<file path="config.mk">
export PLATFORM = sky130hd
export DESIGN_NAME = zsr_soft_start
export DESIGN_NICKNAME = d
export VERILOG_FILES = /design/src/rtl/zsr_pkg.sv /design/src/rtl/zsr_extremes.sv /design/src/rtl/zsr_split_ramp.sv /design/src/rtl/zsr_offset_calc.sv /design/src/rtl/zsr_soft_start.sv
export SDC_FILE = /design/constraint.sdc
export NUM_CORES = 2
export LEC_CHECK = 0
export ABC_AREA = 1
export BUFFER_PORTS_ARGS = -buffer_cell sky130_fd_sc_hd__buf_2
export CAP_MARGIN = 25
export CELL_PAD_IN_SITES_DETAIL_PLACEMENT = 1
export CELL_PAD_IN_SITES_GLOBAL_PLACEMENT = 1
export CORE_ASPECT_RATIO = 1.5
export CORE_UTILIZATION = 47
export CTS_CLUSTER_SIZE = 16
export DETAILED_ROUTE_END_ITERATION = 6
export GPL_ROUTABILITY_DRIVEN = 1
export PLACE_DENSITY = 0.88
export SLEW_MARGIN = 20
export SYNTH_ARGS = -nofsm -noshare
export SYNTH_HDL_FRONTEND = slang
export SYNTH_HIERARCHICAL = 1
export SYNTH_SLANG_ARGS = --single-unit
export TNS_END_PERCENT = 1
</file>
<file path="constraint.sdc">
create_clock -name clk_i -period 15.7 [get_ports clk_i]
set_input_delay 3.14 -clock clk_i [delete_from_list [all_inputs] [get_ports clk_i]]
set_output_delay 3.14 -clock clk_i [all_outputs]
set_load 0.02 [all_outputs]
</file>
<file path="src/rtl/zsr_pkg.sv">
package zsr_pkg;
   // Clamp a wide signed value into [-lim, +lim]
   function automatic longint sat_sym(input longint v, input longint lim);
      if (v > lim)       return lim;
      else if (v < -lim) return -lim;
      else               return v;
   endfunction
endpackage

</file>
<file path="src/rtl/zsr_extremes.sv">
module zsr_extremes #(
   parameter int REF_W = 16
) (
   input  logic signed [REF_W-1:0] a_i,
   input  logic signed [REF_W-1:0] b_i,
   input  logic signed [REF_W-1:0] c_i,
   output logic signed [REF_W-1:0] max_o,
   output logic signed [REF_W-1:0] min_o
);
   logic signed [REF_W-1:0] hi_ab, lo_ab;

   always_comb begin
      hi_ab = (a_i > b_i) ? a_i : b_i;
      lo_ab = (a_i > b_i) ? b_i : a_i;
      max_o = (hi_ab > c_i) ? hi_ab : c_i;
      min_o = (lo_ab < c_i) ? lo_ab : c_i;
   end
endmodule

</file>
<file path="src/rtl/zsr_split_ramp.sv">
module zsr_split_ramp #(
   parameter int DZ_FRAC = 15
) (
   input  logic                clk_i,
   input  logic                rst_n_i,
   input  logic                run_i,
   input  logic                tick_i,
   input  logic [DZ_FRAC:0]    step_i,
   output logic [DZ_FRAC:0]    dz_o,
   output logic                at_top_o
);
   localparam int DZ_W = DZ_FRAC + 1;
   localparam logic [DZ_W-1:0] TOP = DZ_W'(1) << (DZ_FRAC - 1);

   logic [DZ_W-1:0] dz_q;
   logic [DZ_W:0]   nxt;

   assign nxt = {1'b0, dz_q} + {1'b0, step_i};

   always_ff @(posedge clk_i) begin
      if (!rst_n_i || !run_i) begin
         dz_q <= '0;
      end else if (tick_i) begin
         if (nxt > {1'b0, TOP}) dz_q <= TOP;
         else                   dz_q <= nxt[DZ_W-1:0];
      end
   end

   assign dz_o     = dz_q;
   assign at_top_o = (dz_q == TOP);
endmodule

</file>
<file path="src/rtl/zsr_offset_calc.sv">
module zsr_offset_calc #(
   parameter int REF_W   = 16,
   parameter int DZ_FRAC = 15,
   parameter bit OUT_REG = 1'b1
) (
   input  logic                    clk_i,
   input  logic                    rst_n_i,
   input  logic [DZ_FRAC:0]        dz_i,
   input  logic signed [REF_W-1:0] max_i,
   input  logic signed [REF_W-1:0] min_i,
   output logic signed [REF_W-1:0] offset_o
);
   import zsr_pkg::*;
   localparam int DZ_W  = DZ_FRAC + 1;
   localparam int ACC_W = REF_W + DZ_W + 4;
   localparam int R_FRAC = DZ_FRAC - 1;
   localparam logic signed [ACC_W-1:0] ONE   = ACC_W'(1) << R_FRAC;
   localparam logic signed [ACC_W-1:0] FULL  = ACC_W'(1) << DZ_FRAC;
   localparam logic signed [ACC_W-1:0] RHALF = ACC_W'(1) << (DZ_FRAC - 1);

   logic signed [ACC_W-1:0] dz_s, mx_s, mn_s, p_hi, p_lo, r_hi, r_lo, sum;
   logic signed [REF_W-1:0] sat_val;

   always_comb begin
      dz_s = {{(ACC_W-DZ_W){1'b0}}, dz_i};
      mx_s = {{(ACC_W-REF_W){max_i[REF_W-1]}}, max_i};
      mn_s = {{(ACC_W-REF_W){min_i[REF_W-1]}}, min_i};
      p_hi = dz_s * mx_s;
      p_lo = (dz_s - FULL) * mn_s;
      r_hi = (p_hi + RHALF) >>> DZ_FRAC;
      r_lo = (p_lo + RHALF) >>> DZ_FRAC;
      sum  = (dz_s - ONE) - r_hi + r_lo;
      sat_val = REF_W'(sat_sym(longint'(sum), longint'(ONE)));
   end

   generate
      if (OUT_REG) begin : g_reg
         logic signed [REF_W-1:0] off_q;
         always_ff @(posedge clk_i) begin
            if (!rst_n_i) off_q <= '0;
            else          off_q <= sat_val;
         end
         assign offset_o = off_q;
      end else begin : g_comb
         assign offset_o = sat_val;
      end
   endgenerate
endmodule

</file>
<file path="src/rtl/zsr_soft_start.sv">
module zsr_soft_start #(
   parameter int REF_W   = 16,
   parameter int DZ_FRAC = 15,
   parameter bit OUT_REG = 1'b1
) (
   input  logic                    clk_i,
   input  logic                    rst_n_i,
   input  logic                    start_i,
   input  logic                    carrier_peak_i,
   input  logic [DZ_FRAC:0]        step_i,
   input  logic signed [REF_W-1:0] ref_a_i,
   input  logic signed [REF_W-1:0] ref_b_i,
   input  logic signed [REF_W-1:0] ref_c_i,
   output logic signed [REF_W-1:0] offset_o,
   output logic [DZ_FRAC:0]        dz_o,
   output logic                    done_o
);
   localparam int DZ_W = DZ_FRAC + 1;
   localparam logic [DZ_W-1:0] DZ_HALF = DZ_W'(1) << (DZ_FRAC - 1);

   generate
      if (DZ_FRAC != REF_W - 1) begin : g_bad_frac
         $error("DZ_FRAC must equal REF_W-1 so that 2*dz maps onto the reference scale");
      end
      if (REF_W < 4) begin : g_bad_w
         $error("REF_W too small");
      end
   endgenerate

   logic signed [REF_W-1:0] ref_max, ref_min;
   logic [DZ_W-1:0]         dz_ramp, dz_eff;
   logic                    at_top;

   zsr_extremes #(.REF_W(REF_W)) ext_i (
      .a_i(ref_a_i), .b_i(ref_b_i), .c_i(ref_c_i),
      .max_o(ref_max), .min_o(ref_min)
   );

   zsr_split_ramp #(.DZ_FRAC(DZ_FRAC)) ramp_i (
      .clk_i(clk_i), .rst_n_i(rst_n_i), .run_i(start_i),
      .tick_i(carrier_peak_i), .step_i(step_i),
      .dz_o(dz_ramp), .at_top_o(at_top)
   );

   // Idle: symmetrical injection, identical to a completed ramp
   assign dz_eff = start_i ? dz_ramp : DZ_HALF;

   zsr_offset_calc #(.REF_W(REF_W), .DZ_FRAC(DZ_FRAC), .OUT_REG(OUT_REG)) calc_i (
      .clk_i(clk_i), .rst_n_i(rst_n_i), .dz_i(dz_eff),
      .max_i(ref_max), .min_i(ref_min), .offset_o(offset_o)
   );

   assign dz_o   = dz_ramp;
   assign done_o = start_i && at_top;
endmodule

</file>
# Word-level counts from Yosys, hierarchy flattened
# Index checks and enable logic that the tools add are counted.
# totals
n_memories	0
latch_bits	0
reg_bits	32
out_inout_bits	33
ramBits	0
rom_bits	0
# op_classes
reduce_logical	6
n_shift	0
mux	8
eq_ne	1
div_mod_pow	0
n_bitwise	1
multipliers	2
n_addsub	7
n_lt_le_gt_ge	6
# op_table
operator	count
16-bit 2-to-1 mux	7
17-bit by 16-bit multiplier with 33-bit output	2
36-bit by 16-bit adder with 36-bit output (second input constant)	1
36-bit by 16-bit greater-than comparator with 1-bit output (second input constant)	1
36-bit by 15-bit less-than comparator with 1-bit output (second input constant)	1
33-bit by 16-bit adder with 34-bit output (second input constant)	1
16-bit greater-than comparator	2
20-bit by 21-bit adder with 22-bit output	1
17-bit by 19-bit subtractor with 20-bit output	1
16-bit by 16-bit adder with 17-bit output	1
17-bit by 15-bit greater-than comparator with 1-bit output (second input constant)	1
16-bit by 15-bit subtractor with 17-bit output (second input constant)	1
16-bit by 16-bit subtractor with 17-bit output (second input constant)	1
16-bit by 15-bit == test with 1-bit output (second input constant)	1
16-bit less-than comparator	1
15-bit 2-to-1 mux	1
3-bit OR reduction	1
1-bit logical NOT	2
2-bit OR reduction	1
1-bit logical AND	1
1-bit logical OR	1
1-bit inverter	1

# Logic depth before layout (Yosys ltp)
# depth
depth_word	11
mapped_depth	76
mapped_depth_nobuf	71

# Cells and area by module
# The synthesis kept the hierarchy.
# by_module_without_submodules
mod	area_per_inst_um2	seq_area_each_um2	n_inst	cells_per_inst
zsr_offset_calc	21790.9	320.3	1	2924
zsr_extremes	2003.2	0.0	1	348
zsr_split_ramp	1875.5	320.3	1	282
zsr_soft_start	156.4	0.0	1	36

# Least setup slack after synthesis
# OpenSTA, ideal clock, no wires.
# synth_path
path_kind	input port to flip-flop
start	in ref_b_i[15]
end	reg calc_i.g_reg.off_q[11], in the netlist calc_i/offset_o[11]
setup_time_ns	0.062
required_time_ns	15.638
path_slack_ns	2.501
cell_stages	63
arrival_time_ns	13.137
cell_sequence	inv_1 ha_1 a21oi_1 o21ai_1 a21oi_1 nand2_1 nand2_2 nand3_4 clkbuf_1 nand2_1 o21ai_1 ha_1 nand2_1 inv_1 nand3_1 nor3_1 nand2_4 nand3_2 [... 27 more ...] ha_1 nand2_1 inv_1 nand2_1 nor3_1 nand2_1 nand2_1 nand2_1 nand2_1 nand2_1 nor2_1 nand3_1 nand2_1 nand2_1 nand2_2 nand3_4 buf_6 nor2_2
# synth_between
word_cells_on_any_way	16
# synth_lines
element	line_no	source
start: declaration	zsr_soft_start.sv:12	input logic signed [REF_W-1:0] ref_b_i,
16-bit greater-than comparator	zsr_extremes.sv:14	lo_ab = (a_i > b_i) ? b_i : a_i;
16-bit 2-to-1 mux (*)	zsr_extremes.sv:14	
16-bit less-than comparator	zsr_extremes.sv:16	min_o = (lo_ab < c_i) ? lo_ab : c_i;
16-bit 2-to-1 mux (*)	zsr_extremes.sv:16	
named net ref_min[4]	zsr_soft_start.sv:30	logic signed [REF_W-1:0] ref_max, ref_min;
17-bit by 16-bit multiplier with 33-bit output (*)	zsr_offset_calc.sv:29	p_lo = (dz_s - FULL) * mn_s;
36-bit by 16-bit adder with 36-bit output (*)	zsr_offset_calc.sv:31	r_lo = (p_lo + RHALF) >>> DZ_FRAC;
20-bit by 21-bit adder with 22-bit output (*)	zsr_offset_calc.sv:32	sum = (dz_s - ONE) - r_hi + r_lo;
36-bit by 15-bit less-than comparator with 1-bit output / 36-bit by 16-bit greater-than comparator with 1-bit output (equally long branches)	zsr_pkg.sv:5, zsr_pkg.sv:4	
3-bit OR reduction (no line)	-	
end signal: assignment	zsr_offset_calc.sv:41	else off_q <= sat_val;
end: declaration	zsr_offset_calc.sv:38	logic signed [REF_W-1:0] off_q;
# Mark *: on every way through the listed nets, which the timed path passes. The rest lies on a longest branch.
# A chain may end at the register's enable or synchronous reset.

# Worst setup path in the final report
# layout_path
start	in ref_b_i[5]
end	reg calc_i.g_reg.off_q[3], in the netlist calc_i/offset_o[3]
# Same word-level chain as after synthesis.

==> metrics.csv <==
metric;value;unit
postCtsHoldBufs;0;
rows;104;
slew_headroom;0.452;
period_needed;15130;ps
cp-end-kind;flip-flop;
syn_inst;3590;
hpwl;72600;µm
max_cap_viol_count;0;
wl_per_cell;20.2;µm
hp-class;reg -> reg;
fmax;66.1;MHz
grt_pass1_vias;27315;
design_area;27400;µm²
hold_viol;0;
ys_seq_elements;32;
worstSetupStartpointType;input pin;
cts_buffer_depth;2;
diodes;0;
maxSlewViolCount;0;
finalSetupViolations;0;
syn_area;25800;µm²
route.detailed.drc;11;
core_area;54000;µm²
antenna_found_initial;0;
worst-path-max-fanout;23;
crit_required;15910;ps
die_area;55900;µm²
yosys.area.top_type;fa_1;
synth_cell_types;50;
slowest_delay;600;ps
syn_nets;4427;
cts_max_level;2;
synth_ff_type;dfxtp_1;
failed_checks;DRC;
port_buffers;100;
min_period_over_period;0.964;
final_util;0.507;
worst_ep_arrival_time;15340;ps
clock_latency;280;ps
cpMostUsedCell;nand2_1;
drtAntennaViolNets;0;
viasPerCell;5.46;
numCtsBuffers;5;
dr.pass1.iters;7;
ys_seq_area_frac;0.0248;
drive_above_1_share;0.0778;
grt_max_degree;47;
start_util;0.478;
root_buffer;clkbuf_16;
cts.sinks;32;
r2r_setup_slack;6210;ps
yosys_warnings;6;
yosys-top-cells-area;fa_1 38%, inv_1 14%, ha_1 14%;
die_w;193;µm
crit_type;in -> reg;
skew;2.52;ps
nets;4462;
status;finished with violations;
whs;550;ps
avgSynthCellArea;7.19;µm²
routed_wirelength;87200;µm
placed_area;27000;µm²
synth_top_area_frac;0.376;
vias;23551;
ios;101;
grt_usage;0.321;
clk_pin_slew;50;ps
gp_congestion;0.972;
grt_overflow;0;
cts_tree;yes;
synth_edf_count;0;
first_iter_violations;1100;
worst_pin_slew;813;ps
grt_pass1_wl;140000;µm
async_reset_ff_frac;0;
die_h;289;µm
slowest_stage;o21ai_0;
area_delta_synth_final;6.02;%
-- metrics by stage --
step           cells  setup slack [ps]  TNS (ps)
6_report        4315               565         0
3_5_place_dp    4301             -93.6      -659
3_3_place_gp    4301               473         0
4_1_cts         4309               178         0
5_1_grt         4315             -21.6     -21.6
2_1_floorplan   3590              2500         0
-- synthesized netlist by cell type (7+ instances only) --
| cell | count |
|---|---|
| inv_1 | 997 |
| nand2_1 | 918 |
| fa_1 | 485 |
| ha_1 | 284 |
| nor2_1 | 168 |
| a21oi_1 | 146 |
| clkbuf_1 | 116 |
| nand3_1 | 111 |
| o21ai_0 | 78 |
| dfxtp_1 | 32 |
| nand2_2 | 28 |
| xor2_1 | 22 |
| nand3_2 | 17 |
| nor3_1 | 17 |
| nand4_1 | 16 |
| nor2_2 | 16 |
| xnor2_1 | 13 |
| a21oi_2 | 12 |
| o21a_1 | 12 |
| o21bai_1 | 12 |
| nand3b_1 | 9 |
| a31oi_1 | 8 |
| a211oi_1 | 7 |
| o21ai_1 | 7 |
-- layout by cell type (no fill, tap or decap), types with 2 or more instances in the layout --
cell type     n
ha_1        284
o21ai_4      10
buf_12        2
fa_1        484
or2_2         4
clkinvlp_4    3
nand2_4       6
o21bai_1     12
xor2_2        4
o21a_1       12
a21boi_0      2
a21o_1        4
nand3b_1      9
nand3_2      18
nor3_2        2
buf_2       100
a31oi_1       8
nor2_1      168
nand2_2      30
nor3_1       17
inv_1       996
inv_2         6
xor2_1       21
a211oi_1      7
nor2_2       16
nand3_4       2
nand4_1      16
nand3_1     111
buf_4        53
xnor2_1      13
o21ai_0      62
dfxtp_1      32
clkbuf_16     5
a21oi_1     146
nand2_1     916
nor4_1        6
a21oi_2      12
o21ai_1      13
-- flip-flops by register name, summed over array words and instances, names as in the netlist --
| register | flops |
|---|---|
| calc_i/offset_o | 16 |
| ramp_i/dz_o | 16 |
-- routing by layer --
layer,routed length [µm],global-route usage
met5,0,0
met4,7120,0.231
met3,3910,0.0283
met2,46100,0.621
met1,30100,0.324
-- worst max-delay path, delay by kind of cell --
kind	cells	cell delay (ps)
fa+ha+maj	11	4990
compound gates	12	2950
xor+xnor	1	430
simple gates	21	3070
buf+inv	9	760
-- final timing paths --
| path | startpoint | to | depth (start not counted) |
|---|---|---|---|
| setup reg to reg | ramp_i/dz_o[10] | calc_i/offset_o[3] | 38 |
| hold / removal | ramp_i/dz_o[15] | ramp_i/dz_o[15] | 2 |
| hold reg to reg | ramp_i/dz_o[15] | ramp_i/dz_o[15] | 2 |
| setup / recovery | ref_b_i[5] | calc_i/offset_o[3] | 54 |
-- repair_timing --
item | CTS | global route
endpoints found under the setup margin | 0 | 16
gates resized for setup | 0 | 20
setup buffers | 0 | 4
-- area by class of cell --
| cell class | count | area, µm² |
|---|---|---|
| timing repair buffer | 155 | 938 |
| clock inverter | 3 | 42.5 |
| inverter | 1003 | 3770 |
| sequential | 32 | 641 |
| tap | 689 | 862 |
| multi-input combinational | 2427 | 21000 |
| timing repair inverter | 1 | 7.51 |
| clock buffer | 5 | 125 |
| fill | 7019 | 26600 |
-- cell families (layout without fill, tap and decap cells) --
group,Yosys count,count (layout),synth area share
AO/OA/AOI/OAI,295,295,0.0643
adder cells (fa/ha/maj),769,769,0.514
XOR/XNOR,39,39,0.0148
flip-flops,32,32,0.0248
AND/OR/NAND/NOR,1323,1324,0.215
buffers and inverters,1132,1167,0.168
Power is not shown: default switching activity piles up to over one toggle a cycle in this logic, so the estimate is an artifact.
